### config.mk
export PLATFORM = sky130hd
export DESIGN_NAME = flsts_top
export DESIGN_NICKNAME = d
export VERILOG_FILES = /design/src/rtl/flsts_pkg.sv /design/src/rtl/flsts_sector_cmp.sv /design/src/rtl/flsts_toggle.sv /design/src/rtl/flsts_mode_reg.sv /design/src/rtl/flsts_hold.sv /design/src/rtl/flsts_fmt.sv /design/src/rtl/flsts_top.sv
export SDC_FILE = /design/constraint.sdc
export NUM_CORES = 1
export LEC_CHECK = 0
export CAP_MARGIN = 20
export CORE_ASPECT_RATIO = 1.75
export CORE_MARGIN = 1.5
export CORE_UTILIZATION = 24
export CTS_CLUSTER_DIAMETER = 80
export DETAILED_ROUTE_END_ITERATION = 7
export HOLD_SLACK_MARGIN = 0.06
export PLACE_DENSITY = 0.79
export SLEW_MARGIN = 20
export SYNTH_ARGS = -nofsm -noshare
export SYNTH_HDL_FRONTEND = slang
export SYNTH_HIERARCHICAL = 1
export SYNTH_SLANG_ARGS = --single-unit
### constraint.sdc
create_clock -name clk -period 4.42 [get_ports clk]
set_input_delay 1.105 -clock clk [delete_from_list [all_inputs] [get_ports clk]]
set_output_delay 1.105 -clock clk [all_outputs]
set_load 0.02 [all_outputs]
### src/rtl/flsts_pkg.sv
package flsts_pkg;

    localparam int DQ_W = 8;

    typedef enum logic [2:0] {
        OP_IDLE  = 3'd0,
        OP_PROG  = 3'd1,
        OP_ERASE = 3'd2,
        OP_ESUSP = 3'd3,
        OP_PSUSP = 3'd4,
        OP_FAIL  = 3'd5
    } op_e;

    typedef enum logic {
        POLL_INV  = 1'b0,
        POLL_DONE = 1'b1
    } poll_mode_e;

    typedef struct packed {
        logic       poll;
        logic       tog_a;
        logic       fail;
        logic [1:0] zero_hi;
        logic       tog_b;
        logic [1:0] zero_lo;
    } stat_t;

    function automatic logic op_running(op_e op);
        return (op == OP_PROG) || (op == OP_ERASE);
    endfunction

    function automatic logic op_suspended(op_e op);
        return (op == OP_ESUSP) || (op == OP_PSUSP);
    endfunction

    function automatic logic flip_b_cond(op_e op, logic in_sect);
        return (op == OP_ERASE) || (op_suspended(op) && in_sect);
    endfunction

endpackage

### src/rtl/flsts_sector_cmp.sv
module flsts_sector_cmp #(
    parameter int ADDR_W   = 19,
    parameter int SMALL_W  = 12,
    parameter int BIG_W    = 15,
    parameter bit TOP_BOOT = 1'b0
) (
    input  logic [ADDR_W-1:0] addr_a,
    input  logic [ADDR_W-1:0] addr_b,
    output logic              same
);
    localparam int SLOT_W = ADDR_W - BIG_W;

    logic [SLOT_W-1:0] boot_slot;
    logic              slot_eq;
    logic              sub_eq;

    generate
        if (TOP_BOOT) begin : g_top
            assign boot_slot = {SLOT_W{1'b1}};
        end else begin : g_bottom
            assign boot_slot = '0;
        end
    endgenerate

    assign slot_eq = addr_a[ADDR_W-1:BIG_W] == addr_b[ADDR_W-1:BIG_W];
    assign sub_eq  = addr_a[BIG_W-1:SMALL_W] == addr_b[BIG_W-1:SMALL_W];
    assign same    = slot_eq && ((addr_a[ADDR_W-1:BIG_W] != boot_slot) || sub_eq);
endmodule

### src/rtl/flsts_toggle.sv
module flsts_toggle (
    input  logic clk,
    input  logic rst,
    input  logic clr,
    input  logic flip,
    output logic q
);
    always_ff @(posedge clk) begin
        if (rst || clr)
            q <= 1'b0;
        else if (flip)
            q <= ~q;
    end
endmodule

### src/rtl/flsts_mode_reg.sv
module flsts_mode_reg
    import flsts_pkg::*;
(
    input  logic       clk,
    input  logic       rst,
    input  logic       we,
    input  logic       val,
    output poll_mode_e mode
);
    always_ff @(posedge clk) begin
        if (rst)
            mode <= POLL_INV;
        else if (we)
            mode <= poll_mode_e'(val);
    end
endmodule

### src/rtl/flsts_hold.sv
module flsts_hold
    import flsts_pkg::*;
(
    input  logic       clk,
    input  logic       rst,
    input  logic       clr,
    input  op_e        op,
    input  poll_mode_e mode,
    output logic       hold
);
    op_e op_prev;

    always_ff @(posedge clk) begin
        if (rst)
            op_prev <= OP_IDLE;
        else
            op_prev <= op;
    end

    always_ff @(posedge clk) begin
        if (rst || clr)
            hold <= 1'b0;
        else if (op_running(op_prev) && (op == OP_IDLE) && (mode == POLL_DONE))
            hold <= 1'b1;
    end
endmodule

### src/rtl/flsts_fmt.sv
module flsts_fmt
    import flsts_pkg::*;
(
    input  op_e             op,
    input  poll_mode_e      mode,
    input  logic            hold,
    input  logic            in_sect,
    input  logic            last7,
    input  logic            tog_a,
    input  logic            tog_b,
    input  logic [DQ_W-1:0] array_data,
    output logic [DQ_W-1:0] dout
);
    stat_t st;
    logic  use_st;

    always_comb begin
        st     = '0;
        use_st = 1'b0;
        unique case (op)
            OP_PROG: begin
                use_st   = 1'b1;
                st.poll  = (mode == POLL_INV) ? ~last7 : 1'b0;
                st.tog_a = tog_a;
                st.tog_b = 1'b1;
            end
            OP_ERASE: begin
                use_st   = 1'b1;
                st.tog_a = tog_a;
                st.tog_b = tog_b;
            end
            OP_ESUSP: begin
                use_st   = in_sect;
                st.poll  = 1'b1;
                st.tog_a = 1'b1;
                st.tog_b = tog_b;
            end
            OP_PSUSP: begin
                use_st   = in_sect;
                st.poll  = (mode == POLL_INV) ? ~last7 : 1'b1;
                st.tog_a = 1'b1;
                st.tog_b = tog_b;
            end
            OP_FAIL: begin
                use_st   = 1'b1;
                st.fail  = 1'b1;
                st.tog_a = tog_a;
                st.tog_b = tog_b;
            end
            default: begin
                use_st   = hold;
                st.poll  = 1'b1;
                st.tog_a = tog_a;
                st.tog_b = tog_b;
            end
        endcase
        dout = use_st ? st : array_data;
    end
endmodule

### src/rtl/flsts_top.sv
module flsts_top
    import flsts_pkg::*;
#(
    parameter int ADDR_W   = 19,
    parameter int SMALL_W  = 12,
    parameter int BIG_W    = 15,
    parameter bit TOP_BOOT = 1'b0
) (
    input  logic              clk,
    input  logic              rst,
    input  logic              pin_rst,
    input  logic              cfg_we,
    input  logic              cfg_val,
    input  logic              id_exit,
    input  logic [2:0]        op_state,
    input  logic [7:0]        last_data,
    input  logic [ADDR_W-1:0] op_addr,
    input  logic [ADDR_W-1:0] rd_addr,
    input  logic              rd_strobe,
    input  logic [7:0]        array_data,
    output logic [7:0]        dout,
    output logic              busy_n
);
    op_e        op;
    poll_mode_e cfg_mode;
    logic       in_sect;
    logic       strobe_q;
    logic       rd_fall;
    logic       tog_a_q;
    logic       tog_b_q;
    logic       hold_q;

    assign op = op_e'(op_state);

    always_ff @(posedge clk) begin
        if (rst)
            strobe_q <= 1'b0;
        else
            strobe_q <= rd_strobe;
    end

    assign rd_fall = strobe_q && !rd_strobe;

    flsts_sector_cmp #(
        .ADDR_W  (ADDR_W),
        .SMALL_W (SMALL_W),
        .BIG_W   (BIG_W),
        .TOP_BOOT(TOP_BOOT)
    ) u_sect (
        .addr_a(rd_addr),
        .addr_b(op_addr),
        .same  (in_sect)
    );

    flsts_mode_reg u_mode (
        .clk (clk),
        .rst (rst),
        .we  (cfg_we),
        .val (cfg_val),
        .mode(cfg_mode)
    );

    flsts_toggle u_tog_a (
        .clk (clk),
        .rst (rst),
        .clr (pin_rst),
        .flip(rd_fall && op_running(op)),
        .q   (tog_a_q)
    );

    flsts_toggle u_tog_b (
        .clk (clk),
        .rst (rst),
        .clr (pin_rst),
        .flip(rd_fall && flip_b_cond(op, in_sect)),
        .q   (tog_b_q)
    );

    flsts_hold u_hold (
        .clk (clk),
        .rst (rst),
        .clr (pin_rst || id_exit),
        .op  (op),
        .mode(cfg_mode),
        .hold(hold_q)
    );

    flsts_fmt u_fmt (
        .op        (op),
        .mode      (cfg_mode),
        .hold      (hold_q),
        .in_sect   (in_sect),
        .last7     (last_data[7]),
        .tog_a     (tog_a_q),
        .tog_b     (tog_b_q),
        .array_data(array_data),
        .dout      (dout)
    );

    assign busy_n = !op_running(op);
endmodule

==> results.json, run 1 <==
{
  "grt_util_met3_pct": 3.36,
  "hold_slack_ns": 0.548,
  "pwr-share-seq_pct": 29.1,
  "syn_nets": 137,
  "drive_above_1_share_pct": 16.4,
  "synth-edff-count": 0,
  "fmax_mhz": 230,
  "port_buffers": 41,
  "switching_share_pct": 26.7,
  "power_density_nw_per_um2": 222,
  "start_util_pct": 25.1,
  "synthFlopType": "dfxtp_1",
  "synthArstFlopShare_pct": 0,
  "finalSetupViolCount": 0,
  "layout_min_cycle_time_ns": 4.34,
  "worst_skew_pair.late_latency_ns": 0.23,
  "reg2regPathDepth": 4,
  "fin_crit_sh_pct": 98.2,
  "yosysUniqueCellTypes": 32,
  "required_ns": 3.31,
  "cp_common_cell": "clkdlybuf4s50_1",
  "p_leak_nw": 0.514,
  "finClkSkew_ns": 0.00501,
  "tightestPinTransition_ns": 0.340,
  "clk_pin_slew_worst_paths_ns": 0.04,
  "ir_worst_vdd_mv": 0.134,
  "remaining_drc_errors": 0,
  "placed_cells": 144,
  "cts_buffer_depth": 2,
  "fin_nets": 188,
  "wl_per_cell_um": 12.3,
  "antenna_found_initial": 0,
  "cp.arrival_ns": 3.23,
  "htree_levels": 1,
  "grt_use_met1_pct": 11.7,
  "grt_pass1_wl_mm": 2.93,
  "ctsHoldBuffers": 0,
  "grt_start_max_net_pins": 10,
  "max_stage_delay_ns": 0.55,
  "crit_path_end_kind": "output pin",
  "drt-initial-drc-count": 2,
  "syn_area_um2": 624,
  "grt-ovfl-total": 0,
  "synth_top_area_share_pct": 25.7,
  "status": "finished clean",
  "p_int_mw": 0.193,
  "synth_seq_cells": 8,
  "cp_cell_sequence": "clkdlybuf4s50_1 -> xnor2_1 -> nand4_1 -> a21oi_2 -> nor3_2 -> nor3_4 -> o22ai_1 -> clkdlybuf4s50_1",
  "top_usage_layer": "met2",
  "grtUsageMet2_pct": 23.1,
  "clkSinkCount": 8,
  "synth_warnings": 6,
  "power_frac_comb_pct": 37.8,
  "core_um2": 2490,
  "hold_class": "reg2reg",
  "synth.area.top_cells": "dfxtp_1 26%, xnor2_1 13%, nor2b_1 6.0%",
  "wirelength_mm": 1.82,
  "cts-root-buf": "clkbuf_8",
  "slew_viol_final": 0,
  "hold_violations": 0,
  "fillers": 226,
  "cp_max_fo": 8,
  "fin_cells": 148,
  "crit_slowest_cell": "clkdlybuf4s50_1",
  "ant_nets": 0,
  "synth-seq-area-share_pct": 25.7,
  "power.share.clock_pct": 33.2,
  "dieArea_um2": 2930,
  "ios": 73,
  "worstSetupPathType": "in2out",
  "syn_area_per_cell_um2": 8.55,
  "dr.pass1.iters": 3,
  "worstSetupStartpointType": "input pin",
  "synth_top_area_cell": "dfxtp_1",
  "slew_headroom_pct": 77.3,
  "cts_tree": "done",
  "min_delay_path_depth": 2,
  "cts_buffers": 3,
  "rsz0062_at_grt": "yes",
  "syn_to_final_growth_pct": 89.6,
  "max_cap_viol_count": 0,
  "die_y_um": 70.5,
  "dp_hpwl_mm": 1.50,
  "rows": 24,
  "place_congestion": 0.720,
  "die-width_um": 41.6,
  "viasPerCell": 4.77,
  "num_vias": 706,
  "gr-usage-all-layers_pct": 12.7,
  "first_global_vias": 723,
  "syn-instance-count": 73,
  "power.switching_mw": 0.0701,
  "cp_top_family": "buffers and inverters",
  "crit_cells": 8,
  "antenna-diode-count": 0,
  "path_buf_inv": 2
}
## layer usage
layer / vias to the layer above / part of all wire [%]
li1: 355 / -
met1: 318 / 34
met2: 29 / 56
met3: 4 / 7.7
met4: 0 / 2.3
met5: - / 0
## state kept, by name (all words and copies together), names as in the netlist
signal,cells
u_hold/hold,1
strobe_q,1
u_hold/op_prev,3
u_tog_b/q,1
u_mode/mode,1
u_tog_a/q,1
## power groups by stage
stage	clock [mW]	sequential, mW	combinational (mW)
after floorplan	0	0.0773	0.0411
after global placement	0	0.0775	0.0954
after detailed placement	0	0.0776	0.0978
after CTS	0.0908	0.0764	0.0976
after global routing	0.0931	0.0766	0.107
final	0.0871	0.0764	0.0993
## worst min-delay path, cell delays in order, from the launching register on
cell     delay [ns]
dfxtp_1        0.33
xnor2_1        0.09
nor3_2         0.09
## final timing paths
path,start,to,slack (ns)
setup reg to reg,strobe_q,u_tog_a/q,3.46
hold / removal,u_tog_b/q,u_tog_b/q,0.55
hold reg to reg,u_tog_b/q,u_tog_b/q,0.55
setup / recovery,rd_addr[15],dout[5],0.08
## cell families after synthesis
kind of cell / synth area share (%)
XOR/XNOR: 15.4
buffers and inverters: 2.40
multiplexers: 5.61
flip-flops: 25.7
AND/OR/NAND/NOR: 39.3
AO/OA/AOI/OAI: 11.6
## cell usage after synthesis (2+ instances only)
master,n
dfxtp_1,8
mux2i_1,2
nor2_1,3
nor3_2,2
nand2_1,4
nor4_1,2
nand2b_1,4
a21oi_1,2
xor2_1,2
nor3_1,2
nor2b_1,6
and2b_1,3
inv_1,4
nor3b_1,2
xnor2_1,9
a31oi_1,2
## area by class of cell
cell class | count | area (um2) | share of cell area (%)
Clock buffer | 3 | 41.3 | 3.49
Tap cell | 26 | 32.5 | 2.75
Timing Repair Buffer | 46 | 455 | 38.5
Multi-Input combinational cell | 61 | 479 | 40.5
Inverter | 4 | 15.0 | 1.27
Sequential cell | 8 | 160 | 13.5
## placed cells by master, fill, tap and decap left out, types with 4 or more instances in the layout
cell             Yosys  final
inv_1                4      4
nand2b_1             4      4
clkdlybuf4s50_1      0     35
dlymetal6s2s_1       0      5
dfxtp_1              8      8
buf_4                0      5
nor2b_1              6      6
xnor2_1              9      9
nand2_1              4      4
## what timing repair did
action / CTS / global route
resized for setup: 2 / 11
setup endpoints to repair: 7 / 8
setup buffers: 0 / 1
pin swaps: 1 / 1
## metrics by stage
step	instance area, um2	setup WS, ns	power [mW]	utilization, %	setup TNS [ns]
after detailed placement	1100	-0.140	0.175	44.0	-0.460
after global routing	1180	-0.0540	0.277	47.5	-0.0595
after floorplan	624	0.894	0.118	-	0
after CTS	1140	-0.0874	0.265	45.8	-0.349
after global placement	1100	-0.0996	0.173	44.0	-0.193
final	1180	0.0812	0.263	47.5	0
(Power assumes the default switching activity.)
==> run 2, diff against run 1 <==
==> constraint.sdc (replaced) <==
create_clock -name clk -period 4.42 [get_ports clk]
set_input_delay 1.105 -clock clk [delete_from_list [all_inputs] [get_ports clk]]
set_output_delay 1.105 -clock clk [all_outputs]
set_load 0.005 [all_outputs]
==> run 2 against run 1 <==
Sequential power about the same. Non-clock buffer count unchanged. First-iteration DRC count is 50% higher. Critical endpoint unchanged. Largest power group unchanged. Highest routed layer unchanged.
==> results.json, run 2 (synthesis gave the netlist of run 1 again) <==
{
  "status": "finished clean",
  "fin_crit_sh_pct": 96.8,
  "top_register": "u_hold/op_prev",
  "port_buffers": 41,
  "tightestPinTransition_ns": 0.350,
  "htree_levels": 1,
  "cts_tree": "done",
  "start_util_pct": 25.1,
  "power_density_nw_per_um2": 212,
  "cts-root-buf": "clkbuf_8",
  "num_vias": 711,
  "first_global_vias": 740,
  "wirelength_mm": 1.80,
  "die_y_um": 70.5,
  "worstSetupPathType": "in2out",
  "layout_common_cells": "35 x clkdlybuf4s50_1, 9 x xnor2_1, 8 x dfxtp_1, 6 x nor2b_1, 6 x dlymetal6s2s_1",
  "rrSetupSlack_ns": 3.43,
  "reg2reg_to": "u_tog_a/q",
  "final_common_cell": "clkdlybuf4s50_1",
  "clk_pin_slew_worst_paths_ns": 0.04,
  "grt-ovfl-total": 0,
  "dr.pass1.iters": 4,
  "syn_to_final_growth_pct": 89.4,
  "antenna-diode-count": 0,
  "worstSetupStartpointType": "input pin",
  "cp_common_cell": "clkdlybuf4s50_1",
  "fmax_mhz": 234,
  "multi_input_comb_area_um2": 470,
  "final_area_um2": 1180,
  "worstReg2RegStart": "strobe_q",
  "wl_per_cell_um": 12.2,
  "core_um2": 2490,
  "antenna_found_initial": 0,
  "final-seq-area_um2": 160,
  "grt_pass1_wl_mm": 2.88,
  "clkSinkCount": 8,
  "ir_worst_vdd_mv": 0.186,
  "ant_nets": 0,
  "max_cap_viol_count": 0,
  "p_leak_nw": 0.506,
  "dieArea_um2": 2930,
  "fin_util_pct": 47.4,
  "max_stage_delay_ns": 0.53,
  "hold_start": "u_mode/mode",
  "cts_buffer_depth": 2,
  "drive_above_1_share_pct": 15.6,
  "slew_viol_final": 0,
  "dp_hpwl_mm": 1.47,
  "slew_headroom_pct": 76.6,
  "cp_cell_sequence": "clkdlybuf4s50_1 -> or3_1 -> a21oi_2 -> nor3_4 -> buf_4 -> o22ai_1 -> clkdlybuf4s50_1",
  "reg2regPathDepth": 4,
  "die-width_um": 41.6,
  "fillers": 237,
  "viasPerCell": 4.80,
  "hold_class": "reg2reg",
  "grt_use_met1_pct": 11.8,
  "grt_start_max_net_pins": 10,
  "ios": 73,
  "min_delay_path_depth": 2,
  "gr-usage-all-layers_pct": 12.1,
  "crit_slowest_cell": "clkdlybuf4s50_1",
  "rows": 24,
  "top_usage_layer": "met2",
  "remaining_drc_errors": 0,
  "cts_buffers": 3,
  "hold-path-endpoint": "u_mode/mode",
  "finalSetupViolCount": 0,
  "grtUsageMet2_pct": 23.4,
  "hold_violations": 0,
  "tns_ns": 0,
  "layout_min_cycle_time_ns": 4.28,
  "place_area_um2": 1100,
  "worst_skew_pair.late_latency_ns": 0.22,
  "grt_util_met3_pct": 2.84,
  "ctsHoldBuffers": 0,
  "finClkSkew_ns": 0.00313,
  "required_ns": 3.31,
  "crit_path_end_kind": "output pin",
  "place_congestion": 0.719,
  "largest_register_ffs": 3,
  "cp.arrival_ns": 3.17,
  "drt-initial-drc-count": 3,
  "hold_slack_ns": 0.543,
  "fin_nets": 188,
  "cp_max_fo": 7
}
run 2: cell types whose count changed in the layout (fill, tap and decap cells not counted), sizes merged:
| cell | change |
|---|---|
| dlymetal6s2s | +1 |
| clkbuf | -1 |
run 2: what timing repair did:
action / CTS / global route
pin swaps: 1 / 1
gates resized for setup: 0 / 10
setup buffers: 1 / 0
setup endpoints to repair: 1 / 8
run 2: worst max-delay path by stage:
stage,start,end,slack [ns],cells after the start
floorplan,op_addr[18],dout[2],1.03,6
global placement,rd_addr[18],dout[2],-0.006,8
detailed placement,rd_addr[18],dout[2],-0.03,8
CTS,rd_addr[15],dout[5],-0.01,8
global route,op_addr[16],dout[5],-0.007,9
finish,op_state[1],dout[5],0.14,7
run 2: worst max-delay path, delay by kind of cell:
family          cells  cell delay [ns]
buf+inv             3             1.20
compound gates      2             0.33
simple gates        2             0.52
run 2: cell type report:
cell class	count	share of cell area, %
tap	26	2.75
timing repair buffer	46	39.2
clock buffer	3	3.49
multi-input combinational	61	39.8
sequential	8	13.5
inverter	4	1.27
run 2: metrics by stage:
step	instances	setup WS, ns	total power [mW]
2_1_floorplan	73	1.03	0.109
3_5_place_dp	144	-0.0300	0.166
4_1_cts	148	-0.0147	0.253
6_report	148	0.143	0.251
3_3_place_gp	144	-0.00620	0.164
5_1_grt	148	-0.00654	0.265
run 2: power breakdown:
group | switching [mW] | total (mW) | leakage (nW) | internal, mW
Clock | 0.0257 | 0.0844 | 0.0216 | 0.0587
Combinational | 0.0309 | 0.0899 | 0.418 | 0.0590
Sequential | 0.00121 | 0.0764 | 0.0658 | 0.0752
Total | 0.0578 | 0.251 | 0.506 | 0.193
run 2: per-layer routing:
| metal | share of wire [%] | vias up | routed length [um] |
|---|---|---|---|
| met5 | 0 | - | 0 |
| li1 | - | 355 | - |
| met4 | 0.94 | 0 | 17 |
| met3 | 7.2 | 2 | 129 |
| met2 | 57 | 27 | 1030 |
| met1 | 35 | 327 | 631 |
==> run 3, diff against run 2 <==
--- a/config.mk
+++ b/config.mk
@@ -7,7 +7,6 @@
 export LEC_CHECK = 0
 export CAP_MARGIN = 20
 export CORE_ASPECT_RATIO = 1.75
-export CORE_MARGIN = 1.5
 export CORE_UTILIZATION = 24
 export CTS_CLUSTER_DIAMETER = 80
 export DETAILED_ROUTE_END_ITERATION = 7
==> run 3 against run 2 <==
First-iteration DRC count increased by 100%. Critical path depth increased by 1. Register-to-register slack improved by 0.05 ns. Power decreased by 0.10%. Global-route usage increased by 2.2 points. Utilization increased by 0.48 points. Final cell count increased by 0.68%. Critical path type unchanged. Hold slack improved by 0.011 ns. Highest routed layer unchanged. Setup slack got worse by 0.095 ns. Final area decreased by 0.21%. Sequential power about the same.
==> results.json, run 3 (synthesis gave the netlist of run 1 again) <==
{
  "slew_viol_final": 0,
  "final_area_um2": 1180,
  "layout_min_cycle_time_ns": 4.37,
  "fmax_mhz": 229,
  "gr-usage-all-layers_pct": 14.3,
  "dp_hpwl_mm": 1.53,
  "p_leak_nw": 0.496,
  "core_um2": 2460,
  "cp_cell_sequence": "clkdlybuf4s50_1 -> nor4_2 -> a21oi_2 -> buf_4 -> nor4_2 -> nor3_4 -> o22ai_1 -> clkdlybuf4s50_1",
  "status": "finished clean",
  "worst_skew_pair.late_latency_ns": 0.22,
  "hold_class": "reg2reg",
  "ios": 73,
  "antenna-diode-count": 0,
  "rsz0062_at_grt": "yes",
  "first_global_vias": 743,
  "cp_max_fo": 8,
  "start_util_pct": 25.4,
  "required_ns": 3.31,
  "worstSetupStartpointType": "input pin",
  "worstReg2RegStart": "strobe_q",
  "viasPerCell": 4.84,
  "max_cap_viol_count": 0,
  "clkSinkCount": 8,
  "fin_util_pct": 47.9,
  "dr.pass1.iters": 4,
  "remaining_drc_errors": 0,
  "cts-root-buf": "clkbuf_8",
  "clk_pin_slew_worst_paths_ns": 0.04,
  "layout_common_cells": "37 x clkdlybuf4s50_1, 9 x xnor2_1, 8 x dfxtp_1, 6 x nor2b_1, 6 x buf_4",
  "multi_input_comb_area_um2": 465,
  "num_vias": 721,
  "final-seq-area_um2": 160,
  "tightestPinTransition_ns": 0.351,
  "slew_headroom_pct": 76.5,
  "rrSetupSlack_ns": 3.48,
  "drive_above_1_share_pct": 15.4,
  "power_density_nw_per_um2": 212,
  "cts_tree": "done",
  "htree_levels": 1,
  "port_buffers": 41,
  "wirelength_mm": 1.86,
  "worstSetupPathType": "in2out",
  "die_y_um": 69.5,
  "ctsHoldBuffers": 0,
  "crit_path_end_kind": "output pin",
  "finClkSkew_ns": 0.000156,
  "grt_pass1_wl_mm": 2.88,
  "min_delay_path_depth": 2,
  "die-width_um": 40.6,
  "cts_buffer_depth": 2,
  "ir_worst_vdd_mv": 0.186,
  "dieArea_um2": 2820,
  "finalSetupViolCount": 0,
  "hold-path-endpoint": "u_mode/mode",
  "antenna_found_initial": 0,
  "reg2regPathDepth": 4,
  "final_common_cell": "clkdlybuf4s50_1",
  "wl_per_cell_um": 12.5,
  "max_stage_delay_ns": 0.53,
  "drt-initial-drc-count": 6,
  "hold_violations": 0,
  "fin_ws_ns": 0.0479,
  "tns_ns": 0,
  "fin_crit_sh_pct": 98.9,
  "reg2reg_to": "u_tog_a/q",
  "cp.arrival_ns": 3.27,
  "fillers": 246,
  "place_area_um2": 1100,
  "place_congestion": 0.692,
  "syn_to_final_growth_pct": 89.0,
  "fin_nets": 189,
  "largest_register_ffs": 3,
  "cts_buffers": 3,
  "grt-ovfl-total": 0,
  "hold_start": "u_mode/mode",
  "top_register": "u_hold/op_prev",
  "pre_cts_ws_ns": -0.0711,
  "crit_slowest_cell": "clkdlybuf4s50_1",
  "grt_start_max_net_pins": 11,
  "rows": 24,
  "ant_nets": 0
}
[run 3: metal layers]
| metal | global-route usage [%] | share of wire [%] | vias up |
|---|---|---|---|
| li1 | - | - | 360 |
| met4 | 6.30 | 1.7 | 0 |
| met5 | 0 | 0 | - |
| met1 | 13.2 | 32 | 328 |
| met3 | 2.88 | 7.3 | 4 |
| met2 | 26.3 | 59 | 29 |
[run 3: worst max path at each step]
stage | startpoint | end | slack (ns) | cells after the start
final | rd_addr[15] | dout[5] | 0.05 | 8
after floorplan | op_addr[18] | dout[2] | 1.03 | 6
after global placement | rd_addr[15] | dout[2] | -0.001 | 8
after detailed placement | rd_addr[17] | dout[2] | -0.07 | 8
after CTS | rd_addr[17] | dout[2] | 0.00008 | 9
after global routing | rd_addr[15] | dout[5] | -0.09 | 8
[run 3: power by group]
group	switching [mW]	total [mW]	internal [mW]
Clock	0.0252	0.0839	0.0587
Combinational	0.0313	0.0901	0.0587
Sequential	0.00126	0.0765	0.0752
Total	0.0578	0.250	0.193
[run 3: what timing repair did]
action                     CTS  global route
gates resized for setup      2             5
setup endpoints to repair    2             8
setup buffers                2             0
pin swaps                    1             1
[run 3: critical path: cells and delay by family]
family / cells / cell delay, ns
buffers and inverters: 3 / 1.14
AND/OR/NAND/NOR: 3 / 0.71
AO/OA/AOI/OAI: 2 / 0.31
[run 3: layout make-up]
type                            instances  share of cell area (%)
Multi-Input combinational cell         61                    39.4
Timing Repair Buffer                   47                    39.4
Sequential cell                         8                    13.6
Clock buffer                            3                    3.50
Tap cell                               26                    2.76
Inverter                                4                    1.27
[run 3: metrics by stage]
step | total power [mW] | instances | hold slack [ns]
2_1_floorplan | 0.109 | 73 | 0.498
3_3_place_gp | 0.163 | 144 | 0.532
3_5_place_dp | 0.167 | 144 | 0.550
4_1_cts | 0.256 | 149 | 0.565
5_1_grt | 0.266 | 149 | 0.598
6_report | 0.250 | 149 | 0.554
